[config.mk]
export PLATFORM = sky130hd
export DESIGN_NAME = gpio_bank
export DESIGN_NICKNAME = d
export VERILOG_FILES = /design/src/rtl/gpio_bank_pkg.sv /design/src/rtl/gpio_bank_sync.sv /design/src/rtl/gpio_bank_capture.sv /design/src/rtl/gpio_bank_irq.sv /design/src/rtl/gpio_bank.sv
export SDC_FILE = /design/constraint.sdc
export NUM_CORES = 1
export LEC_CHECK = 0
export ABC_AREA = 1
export BUFFER_PORTS_ARGS = -buffer_cell sky130_fd_sc_hd__buf_4
export CORE_MARGIN = 5
export CORE_UTILIZATION = 57
export DETAILED_ROUTE_END_ITERATION = 10
export HOLD_SLACK_MARGIN = 0.15
export PLACE_DENSITY = 0.89
export SLEW_MARGIN = 20
export SYNTH_ARGS = -nofsm -noshare
export SYNTH_HDL_FRONTEND = slang
export SYNTH_HIERARCHICAL = 1
export SYNTH_SLANG_ARGS = --single-unit
[constraint.sdc]
create_clock -name clk -period 2.13 [get_ports clk]
set_input_delay 0.3195 -clock clk [delete_from_list [all_inputs] [get_ports clk]]
set_output_delay 0.3195 -clock clk [all_outputs]
set_load 0.02 [all_outputs]
[src/rtl/gpio_bank_pkg.sv]
package gpio_bank_pkg;
  typedef enum logic [2:0] {
    RG_IN   = 3'd0,
    RG_OUT  = 3'd1,
    RG_OE   = 3'd2,
    RG_IE   = 3'd3,
    RG_POL  = 3'd4,
    RG_AUX  = 3'd5,
    RG_CTRL = 3'd6,
    RG_STS  = 3'd7
  } reg_sel_e;

  localparam int CTRL_W  = 4;
  localparam int CB_GIE  = 0;
  localparam int CB_PEND = 1;
  localparam int CB_EXT  = 2;
  localparam int CB_FALL = 3;
endpackage

[src/rtl/gpio_bank_sync.sv]
module gpio_bank_sync #(
  parameter int W = 1
) (
  input  logic         clk,
  input  logic         rst,
  input  logic [W-1:0] d,
  output logic [W-1:0] q
);
  logic [W-1:0] meta_q;

  always_ff @(posedge clk) begin
    if (rst) begin
      meta_q <= '0;
      q      <= '0;
    end else begin
      meta_q <= d;
      q      <= meta_q;
    end
  end
endmodule

[src/rtl/gpio_bank_capture.sv]
module gpio_bank_capture #(
  parameter int N = 8
) (
  input  logic         clk,
  input  logic         rst,
  input  logic [N-1:0] pad_s,
  input  logic         eclk_s,
  input  logic         ext,
  input  logic         fall,
  output logic [N-1:0] in_q
);
  logic eclk_prev;
  logic edge_now;

  always_comb begin
    edge_now = fall ? (~eclk_s & eclk_prev) : (eclk_s & ~eclk_prev);
  end

  always_ff @(posedge clk) begin
    if (rst) begin
      eclk_prev <= 1'b0;
      in_q      <= '0;
    end else begin
      eclk_prev <= eclk_s;
      if (!ext || edge_now) in_q <= pad_s;
    end
  end
endmodule

[src/rtl/gpio_bank_irq.sv]
module gpio_bank_irq #(
  parameter int N = 8
) (
  input  logic         clk,
  input  logic         rst,
  input  logic [N-1:0] pad_s,
  input  logic [N-1:0] ie,
  input  logic [N-1:0] pol,
  input  logic         wr_en,
  input  logic [N-1:0] wr_data,
  output logic [N-1:0] sts,
  output logic         ev_any
);
  logic [N-1:0] prev_q;
  logic [N-1:0] trig;

  always_comb begin
    trig   = ie & ((pol & pad_s & ~prev_q) | (~pol & ~pad_s & prev_q));
    ev_any = |trig;
  end

  always_ff @(posedge clk) begin
    if (rst) begin
      prev_q <= '0;
      sts    <= '0;
    end else begin
      prev_q <= pad_s;
      sts    <= (wr_en ? wr_data : sts) | trig;
    end
  end
endmodule

[src/rtl/gpio_bank.sv]
module gpio_bank
  import gpio_bank_pkg::*;
#(
  parameter int PINS   = 16,
  parameter int DW     = 32,
  parameter int ADDR_W = 6
) (
  input  logic              clk,
  input  logic              rst,
  input  logic              wb_cyc_i,
  input  logic              wb_stb_i,
  input  logic              wb_we_i,
  input  logic [DW/8-1:0]   wb_sel_i,
  input  logic [ADDR_W-1:0] wb_adr_i,
  input  logic [DW-1:0]     wb_dat_i,
  output logic [DW-1:0]     wb_dat_o,
  output logic              wb_ack_o,
  output logic              wb_err_o,
  output logic              irq_o,
  input  logic [PINS-1:0]   pad_in_i,
  input  logic [PINS-1:0]   aux_in_i,
  input  logic              pad_clk_i,
  output logic [PINS-1:0]   pad_out_o,
  output logic [PINS-1:0]   pad_oe_n_o
);
  localparam int IDX_W = ADDR_W - 2;

  logic [PINS-1:0]   out_q, oe_q, ie_q, pol_q, aux_q;
  logic [CTRL_W-1:0] ctrl_q;
  logic [PINS-1:0]   pad_s, in_q, sts_q;
  logic              eclk_s;
  logic              ev_any;

  logic              valid, sel_ok, acc, wr_hit, hit, sts_we;
  logic [IDX_W-1:0]  idx;
  reg_sel_e          rsel;
  logic [DW-1:0]     rdata;

  logic unused_bits;
  assign unused_bits = ^{wb_adr_i[1:0], wb_dat_i};

  // synchronisers
  gpio_bank_sync #(.W(PINS)) u_pad_sync (
    .clk(clk), .rst(rst), .d(pad_in_i), .q(pad_s)
  );
  gpio_bank_sync #(.W(1)) u_clk_sync (
    .clk(clk), .rst(rst), .d(pad_clk_i), .q(eclk_s)
  );

  gpio_bank_capture #(.N(PINS)) u_capture (
    .clk(clk), .rst(rst), .pad_s(pad_s), .eclk_s(eclk_s),
    .ext(ctrl_q[CB_EXT]), .fall(ctrl_q[CB_FALL]), .in_q(in_q)
  );

  gpio_bank_irq #(.N(PINS)) u_irq (
    .clk(clk), .rst(rst), .pad_s(pad_s), .ie(ie_q), .pol(pol_q),
    .wr_en(sts_we), .wr_data(wb_dat_i[PINS-1:0]),
    .sts(sts_q), .ev_any(ev_any)
  );

  // bus decode
  always_comb begin
    valid  = wb_cyc_i & wb_stb_i & ~wb_ack_o & ~wb_err_o;
    sel_ok = &wb_sel_i;
    acc    = valid & sel_ok;
    idx    = wb_adr_i[ADDR_W-1:2];
    hit    = (idx[IDX_W-1:3] == '0);
    rsel   = reg_sel_e'(idx[2:0]);
    wr_hit = acc & wb_we_i & hit;
    sts_we = wr_hit & (rsel == RG_STS);
  end

  always_comb begin
    rdata = '0;
    if (hit) begin
      unique case (rsel)
        RG_IN:   rdata[PINS-1:0]   = in_q;
        RG_OUT:  rdata[PINS-1:0]   = out_q;
        RG_OE:   rdata[PINS-1:0]   = oe_q;
        RG_IE:   rdata[PINS-1:0]   = ie_q;
        RG_POL:  rdata[PINS-1:0]   = pol_q;
        RG_AUX:  rdata[PINS-1:0]   = aux_q;
        RG_CTRL: rdata[CTRL_W-1:0] = ctrl_q;
        RG_STS:  rdata[PINS-1:0]   = sts_q;
        default: rdata = '0;
      endcase
    end
  end

  always_ff @(posedge clk) begin
    if (rst) begin
      wb_ack_o <= 1'b0;
      wb_err_o <= 1'b0;
      wb_dat_o <= '0;
    end else begin
      wb_ack_o <= acc;
      wb_err_o <= valid & ~sel_ok;
      wb_dat_o <= (acc & ~wb_we_i) ? rdata : '0;
    end
  end

  // software registers
  always_ff @(posedge clk) begin
    if (rst) begin
      out_q  <= '0;
      oe_q   <= '0;
      ie_q   <= '0;
      pol_q  <= '0;
      aux_q  <= '0;
      ctrl_q <= '0;
    end else begin
      if (wr_hit) begin
        unique case (rsel)
          RG_OUT:  out_q  <= wb_dat_i[PINS-1:0];
          RG_OE:   oe_q   <= wb_dat_i[PINS-1:0];
          RG_IE:   ie_q   <= wb_dat_i[PINS-1:0];
          RG_POL:  pol_q  <= wb_dat_i[PINS-1:0];
          RG_AUX:  aux_q  <= wb_dat_i[PINS-1:0];
          RG_CTRL: ctrl_q <= wb_dat_i[CTRL_W-1:0];
          default: ;
        endcase
      end
      if (ev_any) ctrl_q[CB_PEND] <= 1'b1;
    end
  end

  always_ff @(posedge clk) begin
    if (rst) irq_o <= 1'b0;
    else     irq_o <= ctrl_q[CB_GIE] & (|sts_q);
  end

  // pad outputs, one mux and flop per pin
  for (genvar i = 0; i < PINS; i++) begin : g_pin
    always_ff @(posedge clk) begin
      if (rst) begin
        pad_out_o[i]  <= 1'b0;
        pad_oe_n_o[i] <= 1'b1;
      end else begin
        pad_out_o[i]  <= aux_q[i] ? aux_in_i[i] : out_q[i];
        pad_oe_n_o[i] <= ~oe_q[i];
      end
    end
  end
endmodule

After elaboration in Yosys (flattened, before gate mapping)
Index checks and enable logic that the tools add are counted.
{"block": "totals", "regBits": 234, "latch_bits": 0, "ram_bits": 0, "mem_bits_ro": 0, "input_bits": 80, "wordCells": 145, "mem_count": 0}
{"block": "classes", "n_addsub": 0, "mul": 0, "div": 0, "n_lt_le_gt_ge": 0, "eq_ne": 7, "shift": 0, "mux": 23, "n_bitwise": 46, "reduce_logical": 17}
{"cell": "one-hot mux 12 bit (7 select lines)", "count": 1}
{"cell": "AND 16 bit", "count": 5}
{"cell": "NOT 16 bit", "count": 3}
{"cell": "bitwise OR 16 bit", "count": 2}
{"cell": "one-hot mux 4 bit (8 select lines)", "count": 1}
{"cell": "OR reduction 16 bit", "count": 2}
{"cell": "NOT 1 bit", "count": 24}
{"cell": "2-to-1 mux 1 bit", "count": 18}
{"cell": "2-to-1 mux 16 bit", "count": 1}
{"cell": "AND reduction 2 bit", "count": 7}
{"cell": "AND 1 bit", "count": 12}
{"cell": "== test 3 bit, second input constant", "count": 4}
{"cell": "== test 3 x 2 -> 1 bit, second input constant", "count": 2}
{"cell": "2-to-1 mux 2 bit", "count": 2}
{"cell": "AND reduction 4 bit", "count": 1}
{"cell": "nonzero test 2 bit", "count": 2}
{"cell": "== test 3 x 1 -> 1 bit, second input constant", "count": 1}
{"cell": "zero test 3 bit", "count": 1}
{"cell": "OR reduction 3 bit", "count": 1}
{"cell": "OR reduction 2 bit", "count": 1}
{"cell": "zero test 1 bit", "count": 1}
{"cell": "logical OR 1 bit", "count": 1}

Logic depth before layout (Yosys ltp)
Gate-level depths: netlist (run 1).
{"block": "logic_depth", "word_depth": 9, "mapped_depth": 11, "mapped_depth_nobuf": 10}

Hierarchy
Netlist (run 1), hierarchy kept.
{"mod": "gpio_bank", "instances": 1, "cells_per_inst": 812, "area_per_inst_um2": 5938.2, "seq_area_each_um2": 2702.6}
{"mod": "gpio_bank_irq", "instances": 1, "cells_per_inst": 218, "area_per_inst_um2": 1549.0, "seq_area_each_um2": 640.6}
{"mod": "gpio_bank_capture", "instances": 1, "cells_per_inst": 142, "area_per_inst_um2": 1013.5, "seq_area_each_um2": 340.3}
{"mod": "gpio_bank_sync (u_pad_sync)", "instances": 1, "cells_per_inst": 99, "area_per_inst_um2": 914.6, "seq_area_each_um2": 640.6}
{"mod": "gpio_bank_sync (u_clk_sync)", "instances": 1, "cells_per_inst": 6, "area_per_inst_um2": 55.1, "seq_area_each_um2": 40.0}

Worst setup path after synthesis (run 1)
Ideal clock, no wire load.
{"block": "synth_path", "path_type": "flip-flop to flip-flop", "start": "register wb_err_o", "end": "register u_irq.sts[13]", "setup_ps": 125, "t_arrival_ps": 1671, "t_required_ps": 2005, "setup_slack_ps": 334, "path_stages_with_launch": 12, "path_buffers": 3, "period_less_slack_ps": 1796, "path_cell_list": "dfxtp_1 > inv_1 > nand2_1 > nor2_1 > nand3_4 > clkbuf_1 > nor2_1 > buf_6 > clkinv_4 > buf_12 > nand2_2 > a31oi_2"}
{"block": "synth_between", "elab_chain_len": 8}
{"element": "start: declaration", "line_no": "gpio_bank.sv:18", "rtl": "output logic wb_err_o,"}
{"element": "start signal: assignment", "line_no": "gpio_bank.sv:97", "rtl": "wb_err_o <= valid & ~sel_ok;"}
{"element": "NOT 1 bit", "line_no": "gpio_bank.sv:63", "rtl": "valid = wb_cyc_i & wb_stb_i & ~wb_ack_o & ~wb_err_o;"}
{"element": "AND 1 bit", "line_no": "gpio_bank.sv:63"}
{"element": "AND 1 bit", "line_no": "gpio_bank.sv:65", "rtl": "acc = valid & sel_ok;"}
{"element": "AND 1 bit (2 in a row)", "line_no": "gpio_bank.sv:69", "rtl": "wr_hit = acc & wb_we_i & hit;"}
{"element": "AND 1 bit", "line_no": "gpio_bank.sv:70", "rtl": "sts_we = wr_hit & (rsel == RG_STS);"}
{"element": "via sts_we", "line_no": "gpio_bank.sv:34", "rtl": "logic valid, sel_ok, acc, wr_hit, hit, sts_we;"}
{"element": "2-to-1 mux 16 bit", "line_no": "gpio_bank_irq.sv:28", "rtl": "sts <= (wr_en ? wr_data : sts) | trig;"}
{"element": "bitwise OR 16 bit", "line_no": "gpio_bank_irq.sv:28"}
{"element": "end signal: assignment", "line_no": "gpio_bank_irq.sv:28"}
{"element": "end: declaration", "line_no": "gpio_bank_irq.sv:11", "rtl": "output logic [N-1:0] sts,"}
The timed path passes the listed nets, and every way through them passes these cells.
A chain may end at the register's enable or synchronous reset.

Final worst setup path (run 1)
{"block": "layout_path", "start": "register wb_ack_o", "end": "register pol_q[8]"}
{"block": "layout_between", "elab_chain_len": 7}
{"element": "start: declaration", "line_no": "gpio_bank.sv:17", "rtl": "output logic wb_ack_o,"}
{"element": "start signal: assignment", "line_no": "gpio_bank.sv:92", "rtl": "wb_ack_o <= 1'b0;"}
{"element": "start signal: assignment", "line_no": "gpio_bank.sv:96", "rtl": "wb_ack_o <= acc;"}
{"element": "NOT 1 bit", "line_no": "gpio_bank.sv:63"}
{"element": "AND 1 bit (2 in a row)", "line_no": "gpio_bank.sv:63"}
{"element": "AND 1 bit", "line_no": "gpio_bank.sv:65"}
{"element": "AND 1 bit (2 in a row)", "line_no": "gpio_bank.sv:69"}
{"element": "AND reduction 2 bit (no line)"}
{"element": "end signal: assignment", "line_no": "gpio_bank.sv:117", "rtl": "RG_POL: pol_q <= wb_dat_i[PINS-1:0];"}
{"element": "end: declaration", "line_no": "gpio_bank.sv:28", "rtl": "logic [PINS-1:0] out_q, oe_q, ie_q, pol_q, aux_q;"}
Every way passes these cells.

==> qor.csv, run 1 <==
metric,value,unit
drtIter0Drc,934,
dieHeight,139,microns
yosys_warnings,6,
fmax,565,MHz
worst-slew-pin-transition,0.604,ns
cellInternalPower,0.00707,W
p_total,0.00902,W
path_clk_slew,0.06,ns
dp_slack,0.357,ns
swShare,21.7,%
ys_top_cells_by_count,"nor2_1, dfxtp_1, inv_1",
synthArstFlopShare,0,%
tns,0,ns
clock_sinks,218,
hold_ws,0.149,ns
htree_levels,1,
dr.pass1.iters,5,
rsz0062_at_grt,false,
crit_required,2.57,ns
synth_area_leaders,"dfxtp_1, nor2_1, inv_1",
leakagePower,4.94,nW
syn-cell-area,0.00947,sq mm
num_io_pins,147,
nFillCells,1218,
cts_tree,done,
grt.busiest_layer,met2,
area_growth,23.1,%
routed_wl,26200,microns
fin_skew,0.0196,ns
irDropWorstVdd,0.659,mV
ys_seq_area_share,46.1,%
fin_crit,1.77,ns
gp_congestion,0.919,
viasPerCell,5.42,
drc,0,
fp.coreArea,0.0165,sq mm
cp.arrival,2.21,ns
seqCellArea,0.00436,sq mm
worstSkewPairLatency,0.51,ns
grt_pass1_wl,42200,microns
postCtsHoldBufs,49,
die_area,0.0193,sq mm
ys_types,33,
min_path_type,input pin to flop,
hpwl,17000,microns
max-slew-margin-rel,59.7,%
postRouteAntennaNets,0,
cp-end-kind,flop,
syn_inst,1277,
portBuffers,112,
grt_util_met3,4.93,%
p_comb_share,5.9,%
critPathKind,flop to flop,
num_vias,9006,
avgSynthCellArea,7.42,sq um
clockRootBuffer,clkbuf_16,
post_cts_resized,0,
diodes,0,
finalCritPeriodShare,83.1,%
grt_max_degree,44,
synth_area_leader_cell,dfxtp_1,
use_met2,43.0,%
synth_top_area_share,46.1,%
overflow,0,
start_kind,flop,
nNetsFinal,1506,
layout-drive-gt1-share,17.8,%
multiInputGateArea,0.00387,sq mm
synth_edf_count,0,
p_per_area,774,mW/mm^2
drv_cap,0,
grt_util_all_layers,26.0,%
outcome,completed,
finalHoldViolCount,0,
power_switching,0.00195,W
antenna_found_initial,0,
routedWlPerCell,15.7,microns
grt_pass1_vias,8514,
clkPwrFrac,48.0,%
post_cts_buffers,0,
met1_usage,33.7,%
die_x,139,microns
setup_viol,0,
cts-buffers-inserted,22,
yosysMostFrequentCell,nor2_1,
initial_utilization,57.5,%
clockBufferDepth,3,
worstPathMaxFanout,16,
ys_ff_latch,218,
synth_ff_type,dfxtp_1,
worst_slack,0.360,ns
drv_slew,0,
seqPwrFrac,46.1,%
num_rows,47,
[metal layers]
metal,part of all wire (%),up-vias
li1,-,4260
met1,38,4024
met2,46,620
met3,12,102
met4,3.9,0
met5,0,-
[logic make-up (layout without fill, tap and decap cells)]
logic type	count (synthesis)	count (layout)	synth area share, %
AO/OA/AOI/OAI	175	175	10.3
other	1	16	0.0396
buffers and inverters	280	430	13.6
AND/OR/NAND/NOR	603	603	30.0
flip-flops	218	218	46.1
[final timing paths]
path                         start          endpoint  slack (ns)  depth (start not counted)
max                       wb_ack_o          pol_q[8]        0.36                          8
min                    wb_dat_i[9]           ie_q[9]        0.15                          3
max reg2reg               wb_ack_o          pol_q[8]        0.36                          8
min reg2reg  u_pad_sync/meta_q[12]  u_pad_sync/q[12]        0.40                          2
[placed cells by master, fill, tap and decap left out, drive strengths merged]
| master | synthesis | routed |
|---|---|---|
| clkbuf | 17 | 31 |
| buf | 59 | 137 |
| o21ai | 116 | 116 |
| nor3b | 7 | 7 |
| a21oi | 32 | 32 |
| nand4 | 24 | 24 |
| bufinv | 0 | 5 |
| conb | 1 | 16 |
| nor2 | 244 | 244 |
| dlygate4sd3 | 0 | 49 |
| dfxtp | 218 | 218 |
| clkinv | 2 | 5 |
| nand3 | 50 | 50 |
| or2 | 4 | 4 |
| o22ai | 11 | 11 |
| nand2 | 203 | 203 |
| inv | 202 | 203 |
| nor3 | 69 | 69 |
| nand3b | 2 | 2 |
| a31oi | 16 | 16 |
[sequential cells by signal, indices dropped and copies added (netlist names)]
signal / flops
aux_q: 16
ie_q: 16
oe_q: 16
out_q: 16
pad_oe_n_o: 16
pad_out_o: 16
pol_q: 16
u_capture/in_q: 16
u_irq/prev_q: 16
u_irq/sts: 16
u_pad_sync/meta_q: 16
u_pad_sync/q: 16
wb_dat_o: 16
ctrl_q: 4
irq_o: 1
u_capture/eclk_prev: 1
u_clk_sync/meta_q: 1
u_clk_sync/q: 1
wb_ack_o: 1
wb_err_o: 1
[stage by stage]
stage	utilization, %	cells	area (sq um)
6_report	70.8	1662	11700
5_1_grt	70.8	1662	11700
4_1_cts	70.8	1662	11700
3_5_place_dp	62.8	1573	10300
3_3_place_gp	62.8	1573	10300
2_1_floorplan	-	1292	9530
[cell type report]
| class | count | area share (%) |
|---|---|---|
| Timing Repair Buffer | 186 | 13.4 |
| Clock inverter | 9 | 1.49 |
| Tap cell | 220 | 2.36 |
| Clock buffer | 31 | 5.54 |
| Sequential cell | 218 | 37.4 |
| Multi-Input combinational cell | 794 | 33.2 |
| Inverter | 204 | 6.61 |
[worst max-delay path, cell delays in order, from the launching register on]
cell     delay, ns
dfxtp_1       0.33
inv_1         0.06
nand2_1       0.04
nor2_1        0.22
nand3_4       0.16
buf_4         0.23
nor2_4        0.32
o21ai_0       0.19
nor2_1        0.14
[power groups by stage]
stage	Clock (W)	Combinational, W	Sequential, W
after detailed placement	0	0.000446	0.00425
after CTS	0.00436	0.000523	0.00415
after global placement	0	0.000439	0.00424
after floorplan	0	0.000281	0.00424
final	0.00433	0.000534	0.00416
after global routing	0.00454	0.000574	0.00416
Power figures use the tool's default switching activity.
==> run 2, diff against run 1 <==
--- a/config.mk
+++ b/config.mk
@@ -5,13 +5,13 @@
 export SDC_FILE = /design/constraint.sdc
 export NUM_CORES = 1
 export LEC_CHECK = 0
-export ABC_AREA = 1
+export ABC_AREA = 0
 export BUFFER_PORTS_ARGS = -buffer_cell sky130_fd_sc_hd__buf_4
 export CORE_MARGIN = 5
-export CORE_UTILIZATION = 57
+export CORE_UTILIZATION = 51
 export DETAILED_ROUTE_END_ITERATION = 10
 export HOLD_SLACK_MARGIN = 0.15
-export PLACE_DENSITY = 0.89
+export PLACE_DENSITY = 0.85
 export SLEW_MARGIN = 20
 export SYNTH_ARGS = -nofsm -noshare
 export SYNTH_HDL_FRONTEND = slang
==> constraint.sdc (replaced) <==
create_clock -name clk -period 1.5 [get_ports clk]
set_input_delay 0.225 -clock clk [delete_from_list [all_inputs] [get_ports clk]]
set_output_delay 0.225 -clock clk [all_outputs]
set_load 0.02 [all_outputs]
==> run 2 against run 1 <==
The flow now finishes with violations (negative setup slack); count of clock-buffer cells in the layout fell by 1; register-to-register slack got worse by 0.68 ns; non-clock buffer count rose by 53.
==> qor.csv, run 2 <==
metric,value,unit,change
path_clk_slew,0.06,ns,about the same
mostFrequentLayoutCells,"dfxtp_1, buf_4, nand2_1",,
seqCellArea,0.00437,sq mm,about the same
postRouteAntennaNets,0,,unchanged
outcome,finished with violations,,
synth_area_leader_cell,dfxtp_1,,
whs_path_depth,4,,+1
p_comb_share,7.0,%,+1.1 points
power_switching,0.00279,W,+43%
routedWlPerCell,23.9,microns,+51%
grt_util_all_layers,26.5,%,+0.52 points
grt_max_degree,113,,+160%
ys_top_cells_by_count,"dfxtp_1, nand2_1, a21oi_1",,
cp-end-kind,flop,,
worstSkewPairLatency,0.52,ns,about the same
finalHoldViolCount,0,,unchanged
yosys_warnings,6,,unchanged
ys_types,62,,+88%
hold_ws,0.238,ns,+0.0883 ns
diodes,0,,unchanged
r2r_end,u_irq/sts[14],,
drv_slew,0,,unchanged
violations,negative setup slack,,
worst-slew-pin-transition,0.716,ns,+0.112 ns
r2r_slack,-0.32,ns,-0.68 ns
swShare,22.5,%,+0.82 points
worstPathMaxFanout,8,,-8
clock_sinks,218,,unchanged
synth_top_area_share,48.1,%,+2.0 points
worstHoldStart,rst,,
rr_startpoint,wb_ack_o,,
final_core_util,72.6,%,+1.8 points
antenna_found_initial,1,,+1
num_vias,9077,,+0.79%
initial_utilization,52.3,%,-5.2 points
hpwl,17300,microns,+2.0%
avgSynthCellArea,9.34,sq um,+26%
fmax,551,MHz,-2.5%
synth_edf_count,0,,unchanged
clockRootBuffer,clkbuf_16,,
area_growth,38.9,%,
cts_tree,done,,
rsz0062_at_grt,true,,
fin_crit,1.82,ns,+0.0453 ns
max-slew-margin-rel,51.9,%,-7.8 points
synthArstFlopShare,0,%,unchanged
holdPathEnd,wb_dat_o[4],,
finalCritPeriodShare,121,%,+38 points
irDropWorstVdd,0.895,mV,+36%
crit_required,1.91,ns,-0.66 ns
gp_congestion,0.943,,+2.6%
p_total,0.0124,W,+38%
multiInputGateArea,0.00505,sq mm,+30%
layout_commonest_cell,dfxtp_1,,
cts-buffers-inserted,22,,unchanged
htree_levels,1,,unchanged
nNetsFinal,1250,,-17%
cp.arrival,2.22,ns,about the same
syn_inst,972,,-24%
p_per_area,985,mW/mm^2,+27%
overflow,0,,unchanged
synth_ff_type,dfxtp_1,,
dieHeight,143,microns,+3.2%
leakagePower,4.74,nW,-4.0%
fp.coreArea,0.0174,sq mm,+5.4%
layout-drive-gt1-share,35.1,%,+17 points
nFillCells,989,,-19%
clockBufferDepth,3,,unchanged
min_path_type,input pin to flop,,
dr.pass1.iters,7,,+2
ys_seq_area_share,48.1,%,+2.0 points
critPathKind,flop to flop,,
drv_cap,0,,unchanged
routed_wl,33600,microns,+28%
tns,-17.25,ns,-17.25 ns
viasPerCell,6.44,,+19%
drc,0,,unchanged
clkPwrFrac,45.4,%,-2.6 points
die_area,0.0206,sq mm,+6.6%
drtIter0Drc,1477,,+58%
num_rows,48,,+2.1%
synth_area_leaders,"dfxtp_1, nand2_1, a21oi_1",,
syn-cell-area,0.00907,sq mm,-4.2%
setup_viol,102,,+102
ys_ff_latch,218,,unchanged
portBuffers,112,,unchanged
fin_skew,0.0213,ns,+0.00173 ns
cellInternalPower,0.00963,W,+36%
rr_worst_depth,7,,-1
num_io_pins,147,,unchanged
start_kind,flop,,
grt_pass1_wl,43800,microns,+3.8%
die_x,143,microns,+3.2%
yosysMostFrequentCell,dfxtp_1,,
worst_slack,-0.316,ns,-0.675 ns
grt_pass1_vias,8184,,-3.9%
seqPwrFrac,47.6,%,+1.5 points
run 2: changes by cell type after synthesis, sizes merged, moves of 16 or more:
cell / change
inv: -196
nor2: -192
o21ai: -112
a21oi: +61
nor2b: +60
nand3: -47
nor3: -46
mux2i: +38
mux2: +20
nand2b: +20
and4b: +16
nand4: -16
o221a: +16
run 2: cell families after synthesis:
logic type | after synthesis | synth area share [%]
AO/OA/AOI/OAI | 186 | 14.2
buffers and inverters | 87 | 5.75
flip-flops | 218 | 48.1
multiplexers | 63 | 8.33
other | 1 | 0.0413
AND/OR/NAND/NOR | 417 | 23.6
run 2: area by class of cell:
type / count / share of cell area (%)
clock inverter: 8 / 0.943
clock buffer: 30 / 4.85
inverter: 6 / 0.179
sequential: 218 / 34.6
tap: 225 / 2.23
multi-input combinational: 683 / 40.1
timing repair buffer: 239 / 17.1
run 2: layer usage:
metal | part of all wire, % | GRT usage, %
met1 | 35 | 34.2
met2 | 44 | 43.8
met3 | 13 | 4.63
met4 | 8.8 | 11.7
met5 | 0.021 | 0
run 2: what timing repair did:
action                                  in CTS  in global routing
endpoints found under the setup margin      98                111
resized for setup                           32                211
pin swaps                                   19                 92
hold buffers                                49                  0
buffers inserted                             6                  6
cloned                                       4                  4
endpoints found under the hold margin      126                  0
run 2: metrics by stage:
| step | cell area [sq um] | cells | setup slack, ns |
|---|---|---|---|
| after floorplan | 9150 | 987 | -0.222 |
| after global placement | 10400 | 1306 | -0.172 |
| after detailed placement | 10400 | 1306 | -0.218 |
| after CTS | 11900 | 1403 | -0.224 |
| after global routing | 12600 | 1409 | -0.334 |
| final | 12600 | 1409 | -0.316 |
run 2: critical path: stages (launching register included):
cell       delay, ns
dfxtp_2         0.33
nand4bb_4       0.26
nor2_4          0.14
and3_4          0.24
buf_12          0.16
buf_12          0.11
mux2_4          0.29
o21ba_1         0.18
run 2: worst max-delay path by stage:
stage | from | slack [ns] | end | cells after the start
6_report | wb_ack_o | -0.32 | u_irq/sts[14] | 7
5_1_grt | wb_ack_o | -0.33 | ctrl_q[1] | 7
4_1_cts | wb_ack_o | -0.22 | u_irq/sts[0] | 7
3_5_place_dp | wb_ack_o | -0.22 | u_irq/sts[6] | 6
3_3_place_gp | wb_ack_o | -0.17 | u_irq/sts[7] | 6
2_1_floorplan | wb_ack_o | -0.22 | u_irq/sts[0] | 7
run 2: power groups by stage:
stage | clock (W) | combinational, W | sequential (W)
3_3_place_gp | 0 | 0.000639 | 0.00603
6_report | 0.00564 | 0.000864 | 0.00591
3_5_place_dp | 0 | 0.000649 | 0.00604
2_1_floorplan | 0 | 0.000375 | 0.00602
5_1_grt | 0.00590 | 0.000894 | 0.00592
4_1_cts | 0.00562 | 0.000771 | 0.00591
==> run 3, diff against run 2 <==
--- a/config.mk
+++ b/config.mk
@@ -12,6 +12,7 @@
 export DETAILED_ROUTE_END_ITERATION = 10
 export HOLD_SLACK_MARGIN = 0.15
 export PLACE_DENSITY = 0.85
+export RECOVER_POWER = 100
 export SLEW_MARGIN = 20
 export SYNTH_ARGS = -nofsm -noshare
 export SYNTH_HDL_FRONTEND = slang
==> run 3 against run 2 <==
Sequential share of layout area rose by 0.65 points; worst setup slack got worse by 0.0084 ns; count of clock-buffer cells in the layout unchanged; largest power group unchanged; final area shrank 1.8%; the run still ends with negative setup slack left; sequential power about the same; combinational power shrank 1%.
==> qor.csv, run 3 (same netlist as run 2, synthesis figures left out) <==
metric,value,unit,change
outcome,finished with violations,,
violations,negative setup slack,,
critPathKind,flop to flop,,
clockBufferDepth,3,,unchanged
worstSkewPairLatency,0.51,ns,about the same
swShare,22.5,%,-0.024 points
dieHeight,143,microns,unchanged
clkPwrFrac,45.4,%,about the same
dr_wl_met3,4320,microns,+2.7%
gp_congestion,0.943,,unchanged
fin_skew,0.0183,ns,-0.00301 ns
min_path_type,input pin to flop,,
finalHoldViolCount,0,,unchanged
rsz0062_at_grt,true,,
finalCritPeriodShare,122,%,+0.56 points
seqPwrFrac,47.7,%,about the same
area_growth,36.3,%,
crit_family,simple AND/OR/NAND/NOR gates,,
routed.top_layer,met5,,
fp.coreArea,0.0174,sq mm,unchanged
routed_wl,33700,microns,+0.15%
start_kind,flop,,
worst-path-buf-inv,3,,+1
dr.pass1.iters,9,,+2
num_vias,9094,,+0.19%
grt_util_all_layers,26.5,%,unchanged
rr_worst_depth,7,,unchanged
drt-met1-wl,11500,microns,-1.3%
r2r_slack,-0.32,ns,about the same
clockRootBuffer,clkbuf_16,,
hpwl,17300,microns,unchanged
num_io_pins,147,,unchanged
grt_pass1_wl,43800,microns,unchanged
drc,0,,unchanged
antenna_found_initial,1,,unchanged
p_per_area,1000,mW/mm^2,+1.8%
p_comb_share,6.9,%,about the same
whs_path_depth,4,,unchanged
grt_pass1_vias,8184,,unchanged
crit_required,1.81,ns,-0.10 ns
layout-drive-gt1-share,30.7,%,-4.4 points
drv_cap,0,,unchanged
cts_tree,done,,
worst-slew-pin-transition,1.28,ns,+0.560 ns
die_area,0.0206,sq mm,unchanged
htree_levels,1,,unchanged
leakagePower,4.53,nW,-4.4%
die_x,143,microns,unchanged
worst_slack,-0.324,ns,-0.00838 ns
cp-end-kind,flop,,
slowest_delay,0.33,ns,about the same
worstPathMaxFanout,4,,-4
drv_slew,0,,unchanged
max-slew-margin-rel,14.9,%,-37 points
p_total,0.0124,W,-0.13%
clock_sinks,218,,unchanged
irDropWorstVdd,0.894,mV,about the same
setup_viol,109,,+6.9%
routedWlPerCell,23.9,microns,+0.15%
cellInternalPower,0.00962,W,about the same
portBuffers,112,,unchanged
layout_commonest_cell,dfxtp_1,,
fmax,548,MHz,-0.46%
drtIter0Drc,1601,,+8.4%
final_core_util,71.3,%,-1.3 points
cp.arrival,2.14,ns,-0.08 ns
grt_max_degree,113,,unchanged
overflow,0,,unchanged
power_switching,0.00278,W,-0.23%
postRouteAntennaNets,0,,unchanged
mostFrequentLayoutCells,"dfxtp_1, nand2_1, buf_4",,
route.met2.wl,14800,microns,+0.32%
viasPerCell,6.45,,+0.19%
cts-buffers-inserted,22,,unchanged
path_clk_slew,0.06,ns,about the same
worstPathCellList,"nand4bb_4, buf_4, buf_6, nor4b_4, buf_4, mux2i_1, a21oi_1",,
num_rows,48,,unchanged
nNetsFinal,1250,,unchanged
initial_utilization,52.3,%,unchanged
slowest_stage,dfxtp_2,,
critical_path_depth,7,,unchanged
path_common_cell,buf_4,,
diodes,0,,unchanged
fin_crit,1.82,ns,+0.00838 ns
==> run 3: cell types whose count changed in the layout (fill, tap and decap cells not counted), sizes merged <==
cell | before | now
buf | 190 | 137
clkbuf | 30 | 83
==> run 3: final timing paths <==
check / start / to
min: wb_adr_i[3] / wb_dat_o[0]
min reg2reg: u_pad_sync/meta_q[15] / u_pad_sync/q[15]
max reg2reg: wb_ack_o / ctrl_q[1]
max: wb_ack_o / ctrl_q[1]
==> run 3: power groups by stage <==
stage	logic (W)	clock network, W	registers, W
floorplan	0.000375	0	0.00602
global placement	0.000639	0	0.00603
detailed placement	0.000649	0	0.00604
CTS	0.000771	0.00562	0.00591
global route	0.000884	0.00590	0.00592
finish	0.000853	0.00563	0.00591
==> run 3: cell type report <==
class / instances / area (sq um)
well taps: 225 / 282
inverters: 6 / 22.5
flip-flops and latches: 218 / 4370
repair buffers: 239 / 1930
fillers: 1084 / 4980
clock buffers: 30 / 612
clock inverters: 8 / 119
multi-input cells: 683 / 5040
==> run 3: stage by stage <==
| stage | hold slack, ns | setup WS (ns) | std cells | setup TNS, ns | area, sq um |
|---|---|---|---|---|---|
| 2_1_floorplan | 0.297 | -0.222 | 987 | -2.71 | 9150 |
| 3_3_place_gp | 0.395 | -0.172 | 1306 | -2.25 | 10400 |
| 3_5_place_dp | 0.400 | -0.218 | 1306 | -6.05 | 10400 |
| 4_1_cts | 0.155 | -0.224 | 1403 | -4.42 | 11900 |
| 5_1_grt | 0.255 | -0.378 | 1409 | -24.97 | 12400 |
| 6_report | 0.248 | -0.324 | 1409 | -20.77 | 12400 |
==> run 3: per-layer routing <==
metal / vias to the layer above / GRT usage, %
met5: - / 0
met4: 2 / 11.7
met3: 295 / 4.63
met2: 844 / 43.8
met1: 4193 / 34.2
li1: 3760 / -
==> run 3: timing repair <==
action / CTS / global route
resized for setup: 32 / 211
endpoints found under the setup margin: 98 / 111
setup buffers: 6 / 6
cloned: 4 / 4
hold buffers: 49 / 0
hold endpoints to repair: 126 / 0
pin swaps: 19 / 92
==> run 3: tightest hold or removal path, stage by stage <==
cell and delay [ns]:
buf_4 0.13, buf_4 0.18, nand2_1 0.08, a311oi_1 0.08
